**src/rtl/dsadc_port_pkg.sv**
```systemverilog
package dsadc_port_pkg;

    localparam int RES_W   = 24;
    localparam int FRAME_W = 32;
    localparam int CFG_W   = 5;
    localparam int PAD_W   = FRAME_W - 3 - RES_W;
    localparam int CNT_W   = $clog2(FRAME_W);
    localparam int RCNT_W  = $clog2(CFG_W + 1);

    typedef enum logic [1:0] {
        PH_POR   = 2'd0,
        PH_CONV  = 2'd1,
        PH_READY = 2'd2
    } phase_t;

    // Order of fields is the order bits leave the pin
    typedef struct packed {
        logic             eoc;
        logic             filler;
        logic             sign;
        logic [RES_W-1:0] data;
        logic [PAD_W-1:0] pad;
    } frame_t;

    function automatic frame_t build_frame(input logic [RES_W-1:0] r);
        frame_t f;
        f.eoc    = 1'b0;
        f.filler = 1'b0;
        f.sign   = ~r[RES_W-1];
        f.data   = r;
        f.pad    = '0;
        return f;
    endfunction

endpackage

```
**src/rtl/dsadc_por_sel.sv**
```systemverilog
module dsadc_por_sel #(
    parameter int POR_CYCLES = 64
) (
    input  logic clk,
    input  logic rst,
    input  logic sck_i,
    output logic por_active_o,
    output logic por_done_o,
    output logic ext_mode_o
);
    localparam int PW = $clog2(POR_CYCLES + 1);

    logic [PW-1:0] cnt;

    assign por_done_o = por_active_o && (cnt == PW'(POR_CYCLES - 1));

    always_ff @(posedge clk) begin
        if (rst) begin
            cnt          <= '0;
            por_active_o <= 1'b1;
            ext_mode_o   <= 1'b0;
        end else if (por_done_o) begin
            por_active_o <= 1'b0;
            ext_mode_o   <= ~sck_i;
        end else if (por_active_o) begin
            cnt <= cnt + 1'b1;
        end
    end
endmodule

```
**src/rtl/dsadc_conv_timer.sv**
```systemverilog
module dsadc_conv_timer #(
    parameter int CONV_CYCLES = 40
) (
    input  logic clk,
    input  logic rst,
    input  logic start_i,
    output logic done_o
);
    localparam int CW = $clog2(CONV_CYCLES + 1);

    logic [CW-1:0] cnt;
    logic          run;

    assign done_o = run && (cnt == '0);

    always_ff @(posedge clk) begin
        if (rst) begin
            run <= 1'b0;
            cnt <= '0;
        end else if (start_i) begin
            run <= 1'b1;
            cnt <= CW'(CONV_CYCLES - 1);
        end else if (done_o) begin
            run <= 1'b0;
        end else if (run) begin
            cnt <= cnt - 1'b1;
        end
    end
endmodule

```
**src/rtl/dsadc_shifter.sv**
```systemverilog
module dsadc_shifter
    import dsadc_port_pkg::*;
(
    input  logic             clk,
    input  logic             rst,
    input  logic             load_i,
    input  frame_t           frame_i,
    input  logic             shift_en_i,
    input  logic             sck_rise_i,
    input  logic             sck_fall_i,
    input  logic             sdi_i,
    input  logic             abort_i,
    output logic             sdo_bit_o,
    output logic             frame_done_o,
    output logic [CFG_W-1:0] cfg_cap_o
);
    logic [FRAME_W-1:0] shreg;
    logic [FRAME_W-1:0] hold;
    logic [CNT_W-1:0]   bit_cnt;
    logic [RCNT_W-1:0]  rise_cnt;

    assign sdo_bit_o    = shreg[FRAME_W-1];
    assign frame_done_o = shift_en_i && !abort_i && sck_fall_i
                          && (bit_cnt == CNT_W'(FRAME_W - 1));

    always_ff @(posedge clk) begin
        if (rst) begin
            shreg     <= '0;
            hold      <= '0;
            bit_cnt   <= '0;
            rise_cnt  <= '0;
            cfg_cap_o <= '0;
        end else if (load_i) begin
            shreg    <= frame_i;
            hold     <= frame_i;
            bit_cnt  <= '0;
            rise_cnt <= '0;
        end else if (abort_i) begin
            shreg    <= hold;
            bit_cnt  <= '0;
            rise_cnt <= '0;
        end else if (shift_en_i) begin
            if (sck_rise_i && (rise_cnt < RCNT_W'(CFG_W))) begin
                cfg_cap_o <= {cfg_cap_o[CFG_W-2:0], sdi_i};
                rise_cnt  <= rise_cnt + 1'b1;
            end
            if (sck_fall_i) begin
                shreg   <= {shreg[FRAME_W-2:0], 1'b0};
                bit_cnt <= frame_done_o ? '0 : bit_cnt + 1'b1;
            end
        end
    end
endmodule

```
**src/rtl/dsadc_serial_port.sv**
```systemverilog
module dsadc_serial_port
    import dsadc_port_pkg::*;
#(
    parameter int POR_CYCLES  = 64,
    parameter int CONV_CYCLES = 40
) (
    input  logic             clk,
    input  logic             rst,
    input  logic             sck_i,
    input  logic             sdi_i,
    input  logic             cs_n_i,
    input  logic [RES_W-1:0] res_i,
    output logic             sdo_o,
    output logic             sdo_oe_o,
    output logic             ext_mode_o,
    output logic [CFG_W-1:0] cfg_o
);
    logic       sck_q;
    logic       sck_rise;
    logic       sck_fall;
    phase_t     phase;
    logic       por_active;
    logic       por_done;
    logic       conv_done;
    logic       frame_done;
    logic       conv_start;
    logic       sdo_bit;
    logic       in_ready;
    logic       abort;
    logic [CFG_W-1:0] cfg_cap;

    // Edge detection of the sampled serial clock
    always_ff @(posedge clk) begin
        sck_q <= sck_i;
    end
    assign sck_rise = sck_i & ~sck_q;
    assign sck_fall = ~sck_i & sck_q;

    assign in_ready   = (phase == PH_READY);
    assign abort      = in_ready & cs_n_i;
    assign conv_start = por_done | frame_done;

    dsadc_por_sel #(.POR_CYCLES(POR_CYCLES)) por_i (
        .clk          (clk),
        .rst          (rst),
        .sck_i        (sck_i),
        .por_active_o (por_active),
        .por_done_o   (por_done),
        .ext_mode_o   (ext_mode_o)
    );

    dsadc_conv_timer #(.CONV_CYCLES(CONV_CYCLES)) timer_i (
        .clk     (clk),
        .rst     (rst),
        .start_i (conv_start),
        .done_o  (conv_done)
    );

    dsadc_shifter shift_i (
        .clk          (clk),
        .rst          (rst),
        .load_i       (conv_done),
        .frame_i      (build_frame(res_i)),
        .shift_en_i   (in_ready),
        .sck_rise_i   (sck_rise),
        .sck_fall_i   (sck_fall),
        .sdi_i        (sdi_i),
        .abort_i      (abort),
        .sdo_bit_o    (sdo_bit),
        .frame_done_o (frame_done),
        .cfg_cap_o    (cfg_cap)
    );

    always_ff @(posedge clk) begin
        if (rst) begin
            phase <= PH_POR;
            cfg_o <= '0;
        end else begin
            unique case (phase)
                PH_POR:   if (por_done)   phase <= PH_CONV;
                PH_CONV:  if (conv_done)  phase <= PH_READY;
                PH_READY: if (frame_done) phase <= PH_CONV;
                default:                  phase <= PH_POR;
            endcase
            if (frame_done) begin
                cfg_o <= cfg_cap;
            end
        end
    end

    assign sdo_o    = in_ready ? sdo_bit : 1'b1;
    assign sdo_oe_o = !por_active && (ext_mode_o || !cs_n_i);
endmodule

```
**config.mk**
```make
export PLATFORM = sky130hd
export DESIGN_NAME = dsadc_serial_port
export DESIGN_NICKNAME = d
export VERILOG_FILES = /design/src/rtl/dsadc_port_pkg.sv /design/src/rtl/dsadc_por_sel.sv /design/src/rtl/dsadc_conv_timer.sv /design/src/rtl/dsadc_shifter.sv /design/src/rtl/dsadc_serial_port.sv
export SDC_FILE = /design/constraint.sdc
export NUM_CORES = 1
export LEC_CHECK = 0
export ABC_CLOCK_PERIOD_IN_PS = 4190
export BUFFER_PORTS_ARGS = -buffer_cell sky130_fd_sc_hd__buf_4
export CAP_MARGIN = 15
export CORE_MARGIN = 1
export CORE_UTILIZATION = 55
export DETAILED_ROUTE_END_ITERATION = 7
export MAX_ROUTING_LAYER = met4
export PLACE_DENSITY = 0.72
export SETUP_SLACK_MARGIN = 0.05
export SYNTH_ARGS = -nofsm -noshare
export SYNTH_HDL_FRONTEND = slang
export SYNTH_SLANG_ARGS = --single-unit
```
**constraint.sdc**
```tcl
create_clock -name clk -period 4.19 [get_ports clk]
set_input_delay 0 -clock clk [delete_from_list [all_inputs] [get_ports clk]]
set_output_delay 0 -clock clk [all_outputs]
set_load 0.02 [all_outputs]
```
Yosys cells after proc, flatten, opt, wreduce, memory -nomap -nowiden
Index checks and enable logic that the tools add are counted.

operators by class
  $add $sub $neg = 4
  order comparisons = 1
  eq/ne operators = 8
  mux-type cells = 15
  bitwise gates (word level) = 10
  reduce and logical (&&, ||, !) cells = 31

operator list
  operator               number
  $mux W32               3
  $mux W30               1
  $mux W6                3
  $reduce_and A2 Y1      7
  $reduce_bool A2 Y1     4
  $add A7 B1 Y7 const B  1
  $eq A7 B6 Y1 const B   1
  $logic_and A1 B1 Y1    7
  $logic_not A6 Y1       1
  $mux W2                3
  $ne A2 B2 Y1 const B   3
  $not A1 Y1             6
  $pmux W2 S3            1
  $reduce_bool A3 Y1     2
  $sub A6 B1 Y6 const B  1
  $add A5 B1 Y5 const B  1
  $eq A5 B5 Y1 const B   1
  $mux W5                1
  $reduce_and A4 Y1      1
  $reduce_or A2 Y1       2
  $add A3 B1 Y3 const B  1
  $and A1 B1 Y1          3
  $logic_not A1 Y1       3
  $lt A3 B3 Y1 const B   1
  9 further kinds        11

word-level totals
  register bits after elaboration = 94
  input port bits = 29
  output and inout port bits = 8
  logic and storage cells = 84

Depth between registers and ports, before layout
  depth in word-level cells = 9
  depth in mapped cells = 9
  mapped depth without buffers = 6

By module
From an unflattened synthesis, not the netlist that was laid out.

unflattened totals
  cell total of the unflattened synthesis = 472
  area total of the unflattened synthesis = 4,455.5 µm²

modules (own cells, without submodules)
  module             instances  cells each  area each (µm²)  sequential area each (µm²)
  dsadc_shifter      1          349         3,293.2          1,541.5
  dsadc_por_sel      1          46          441.7            180.2
  dsadc_conv_timer   1          41          372.9            140.1
  dsadc_serial_port  1          36          347.8            160.2

Least setup slack after synthesis
Ideal clock, no wire load.

  path type = flip-flop to flip-flop
  from = register timer_i.cnt[2]
  to = register timer_i.cnt[1]
  library setup time = 0.070 ns
  arrival = 1.604 ns
  data required time = 4.120 ns
  path slack = 2.515 ns
  stages on the path, launching flop included = 6
  path buffers = 1
  period minus slack after synthesis = 1.675 ns
  cells stage by stage = dfxtp_1 -> or3_1 -> buf_2 -> o21ai_0 -> mux2_2 -> a21oi_1

on the way
  longest elaborated chain between the ends = 4

RTL lines
  what                         line                    text
  start: declaration           dsadc_conv_timer.sv:11  logic [CW-1:0] cnt;
  start signal: assignment     dsadc_conv_timer.sv:22  cnt <= CW'(CONV_CYCLES - 1);
  start signal: assignment     dsadc_conv_timer.sv:26  cnt <= cnt - 1'b1;
  $logic_not A6 Y1             dsadc_conv_timer.sv:14  assign done_o = run && (cnt == '0);
  $logic_and A1 B1 Y1          dsadc_conv_timer.sv:14
  $ne A2 B1 Y1 (no line)       -
  $reduce_and A2 Y1 (no line)  -

No other way between the ends.
A chain may end at the register's enable or synchronous reset.

Worst setup path in the final report
  from = register phase[1]
  to = register shift_i.shreg[26]

on the way
  longest elaborated chain between the ends = 4
  elaborated cells on any way between the ends = 7
  those cells by class = eq/ne (1); mux (2); bitwise (1); reduce/logical (3)

RTL lines
  what                                                             line                     text
  start: declaration                                               dsadc_serial_port.sv:21  phase_t phase;
  start signal: assignment                                         dsadc_serial_port.sv:76  phase <= PH_POR;
  start signal: assignment                                         dsadc_serial_port.sv:80  PH_POR: if (por_done) phase <= PH_CONV;
  start signal: assignment                                         dsadc_serial_port.sv:81  PH_CONV: if (conv_done) phase <= PH_READY;
  $eq A2 B2 Y1 (*)                                                 dsadc_serial_port.sv:39  assign in_ready = (phase == PH_READY);
  $and A1 B1 Y1                                                    dsadc_serial_port.sv:40  assign abort = in_ready & cs_n_i;
  $reduce_bool A3 Y1 (no line) / $mux W32 (equally long branches)  -
  $reduce_and A2 Y1 (no line) / $mux W30 (equally long branches)   -
  end signal: assignment                                           dsadc_shifter.sv:34      shreg <= frame_i;
  end signal: assignment                                           dsadc_shifter.sv:39      shreg <= hold;
  end signal: assignment                                           dsadc_shifter.sv:48      shreg <= {shreg[FRAME_W-2:0], 1'b0};
  end: declaration                                                 dsadc_shifter.sv:17      logic [FRAME_W-1:0] shreg;

Every way passes the cells marked *; elsewhere a longest branch is shown, timed or not.

==> key figures <==
Outcome
  – Outcome: finished with violations
  – Violated checks: DRC

Power and ir drop
  – Leakage power: 0.001630 uW
  – P_int: 1182 uW
  – Net load switching power: 347.3 uW
  – Comb pwr share: 5.3%
  – Clock share of power: 39.1%
  – Sequential power share: 55.6%
  – Switching Fraction: 22.71%
  – Maximum VDD drop: 0.2021 mV
  – Power Dens Cells: 341.8 mW/mm2

Synthesis
  – Synth Net Count: 467
  – Syn Area/Cell: 8.756 um2
  – Post-Syn Instances: 432
  – Yosys reg bits: 89
  – Seq/Total Area, Yosys: 47.11%
  – Number of flops mapped to enable cells by yosys: 0
  – Mapped cell area: 0.003782 mm2
  – Yosys cell types: 47
  – Async S/R FF share, synth: 0%
  – Top FF cell, synth: dfxtp_1
  – Yosys warning total: 0

STA
  – Setup Skew: 0.009699 ns
  – Max frequency: 439.9 MHz
  – Post-route clock period utilization: 54.26%
  – Endpoints failing hold: 0
  – Tightest Pin Transition: 1.170 ns
  – Max Slew Vio Count: 0
  – RSZ-0062 raised after global routing: false
  – Setup Viol. Count Final: 0
  – TNS Setup: 0 ns
  – Worst slew margin: 20.96%
  – Final min period: 2.273 ns

Global route
  – Largest net degree at the start of global routing: 55
  – Initial antenna violation count: 0
  – Grt ovf: 0
  – First-pass GRT wire length: 14.01 mm
  – GRT Overall Usage: 24.73%
  – Vias in the first global route: 3,186

CTS
  – Post-cts gate resize count: 0
  – CTS Buffer Depth: 2
  – Reg clk slew, reported paths: 0.08 ns
  – H-tree depth: 3
  – Root Driver: clkbuf_8
  – CTS Sinks: 89
  – Worst-skew pair later-pin latency: 0.35 ns
  – CTS tree: yes
  – CTS Buf Count: 9
  – Post-CTS Setup Bufs: 0

Worst setup path
  – CP Max Fanout: 24
  – CP Buf/Inv Count: 0
  – R2R depth: 4
  – Worst setup path endpoint: shift_i.shreg[26]
  – Slowest stage cell, crit path: nand2_1
  – Worst Path Required: 4.41 ns
  – R2R Path End: shift_i.shreg[26]
  – Worst path max stage delay: 0.68 ns
  – Worst path arrival time: 2.49 ns
  – Crit path from: phase[1]
  – Reg2reg start: phase[1]
  – WS Path Type: flop to flop
  – Critical path, cell by cell: nor3b_1 > nand2_1 > o22ai_1 > o32ai_2
  – Startpoint types: flop
  – Crit path max-delay family: simple AND/OR/NAND/NOR gates
  – Reg2reg setup slack: 1.92 ns
  – Crit. End Element: flop
  – Crit. path cell count: 4

Die
  – Die Height: 84.93 um
  – Ports: 37
  – Die area: 0.007212 mm2
  – Core ar.: 0.006495 mm2
  – Die W: 84.93 um
  – Row cnt: 29
  – Initial Util: 58.24%

Layout
  – Share of layout cells above drive strength 1: 14.67%
  – Layout Nets: 514
  – Commonest non-fill, non-tap cell in the layout: nand2_1
  – Non-Filler Instances: 561
  – Diodes inserted: 0
  – Commonest non-fill, non-tap cells in the layout: nand2_1 (94), dfxtp_1 (89), nor2_1 (46), buf_4 (39), a21oi_1 (37)
  – Synthesis-to-finish area growth: 18.33%

Route
  – WL/cell: 14.86 um
  – WL final: 8.335 mm
  – Via density: 5.765
  – 1st-pass router iterations: 6
  – Remaining antenna violation count: 0
  – # DRC: 2
  – DRT iter0 DRCs: 146
  – DR vias: 3,234

Placed design
  – Port bufs: 36
  – Final Wtd Congestion: 0.7834
  – Dpl cells: 519
  – Post-DP HPWL: 5.057 mm

Hold path
  – Hold WC Path Type: input pin to flop

Flow run
  – Max Cap Viol: 0
## flip-flops by register name (all words and copies together) (netlist names), 2 cells and up
register           count
shift_i.shreg         27
shift_i.hold          25
por_i.cnt              7
timer_i.cnt            6
cfg_o                  5
shift_i.bit_cnt        5
shift_i.cfg_cap_o      5
shift_i.rise_cnt       3
phase                  2
## stage by stage
stage	instance area, um2	hold slack, ns	util (%)	power (uW)	setup slack [ns]
2_1_floorplan	3782	0.02772	-	901.0	2.515
3_3_place_gp	4010	0.1489	61.74	929.7	2.143
3_5_place_dp	4010	0.1499	61.74	930.9	2.019
4_1_cts	4476	0.1120	68.91	1542	1.997
5_1_grt	4476	0.1441	68.91	1581	1.739
6_report	4476	0.1160	68.91	1530	1.917
## cell usage after synthesis (2+ instances only)
master / count / share of area [%]
clkbuf_1: 14 / 1.4
xor2_1: 7 / 1.6
a21oi_1: 37 / 4.9
o22ai_1: 24 / 4.0
o31ai_1: 3 / 0.60
buf_6: 5 / 1.5
nand4_1: 4 / 0.66
nor3_1: 3 / 0.40
o32ai_1: 14 / 3.2
mux2i_1: 11 / 2.9
ha_1: 6 / 2.0
inv_1: 5 / 0.50
nor2b_1: 3 / 0.50
xnor2_1: 2 / 0.46
o211ai_1: 2 / 0.40
o21ai_0: 5 / 0.66
a22oi_1: 2 / 0.40
nand2_1: 94 / 9.3
nand3b_1: 3 / 0.60
or3_1: 4 / 0.66
nand2b_1: 2 / 0.33
nand3_1: 4 / 0.53
and3_1: 4 / 0.66
nor2_1: 46 / 4.6
dfxtp_1: 89 / 47
o32ai_2: 10 / 4.3
buf_2: 9 / 1.2
## kinds of logic (layout without fill, tap and decap cells)
family	Yosys count	after routing	share of synthesized area, %
simple gates	176	176	20.15
flops	89	89	47.11
compound gates	106	106	20.71
fa+ha+maj	6	6	1.985
xor+xnor	9	9	2.084
mux	12	12	3.209
buf+inv	34	86	4.763
## layout make-up
type                            instances  area (um2)
Tap cell                               77       96.34
Sequential cell                        89        1782
Fill cell                             519        2019
Multi-Input combinational cell        309        1821
Clock buffer                           10       137.6
Timing Repair Buffer                   65       553.0
Inverter                                5       18.77
Clock inverter                          6       67.56
## worst register-to-register path: stages, from the launching register on
cell and delay, ns:
dfxtp_1 0.38, nor3b_1 0.50, nand2_1 0.68, o22ai_1 0.45, o32ai_2 0.13
## routing by layer
layer  track usage, %  wire length, um  vias up
li1                 -                -     1624
met1            28.76             3789     1540
met2            44.35             4247       66
met3            2.918              262        4
met4            8.320               35        0
met5                -                0        -
## power by group through the flow
stage | clock [uW] | combinational, uW | sequential, uW
global placement | 0 | 59.6 | 870
detailed placement | 0 | 60.4 | 870
global route | 642 | 87.4 | 851
finish | 599 | 80.6 | 850
floorplan | 0 | 31.2 | 870
CTS | 612 | 79.7 | 850
## what timing repair did
action | 4_1_cts | 5_1_grt
hold buffers | 26 | 0
endpoints found under the hold margin | 53 | 0
endpoints found under the setup margin | 0 | 0
## worst min path at each step
stage | cells past startpoint | from | end
3_3_place_gp | 1 | sck_i | sck_q
6_report | 2 | rst | por_i.cnt[1]
3_5_place_dp | 1 | sck_i | sck_q
2_1_floorplan | 0 | sck_i | sck_q
4_1_cts | 2 | rst | por_i.cnt[0]
5_1_grt | 2 | rst | por_i.cnt[1]
Power figures use the tool's default switching activity.
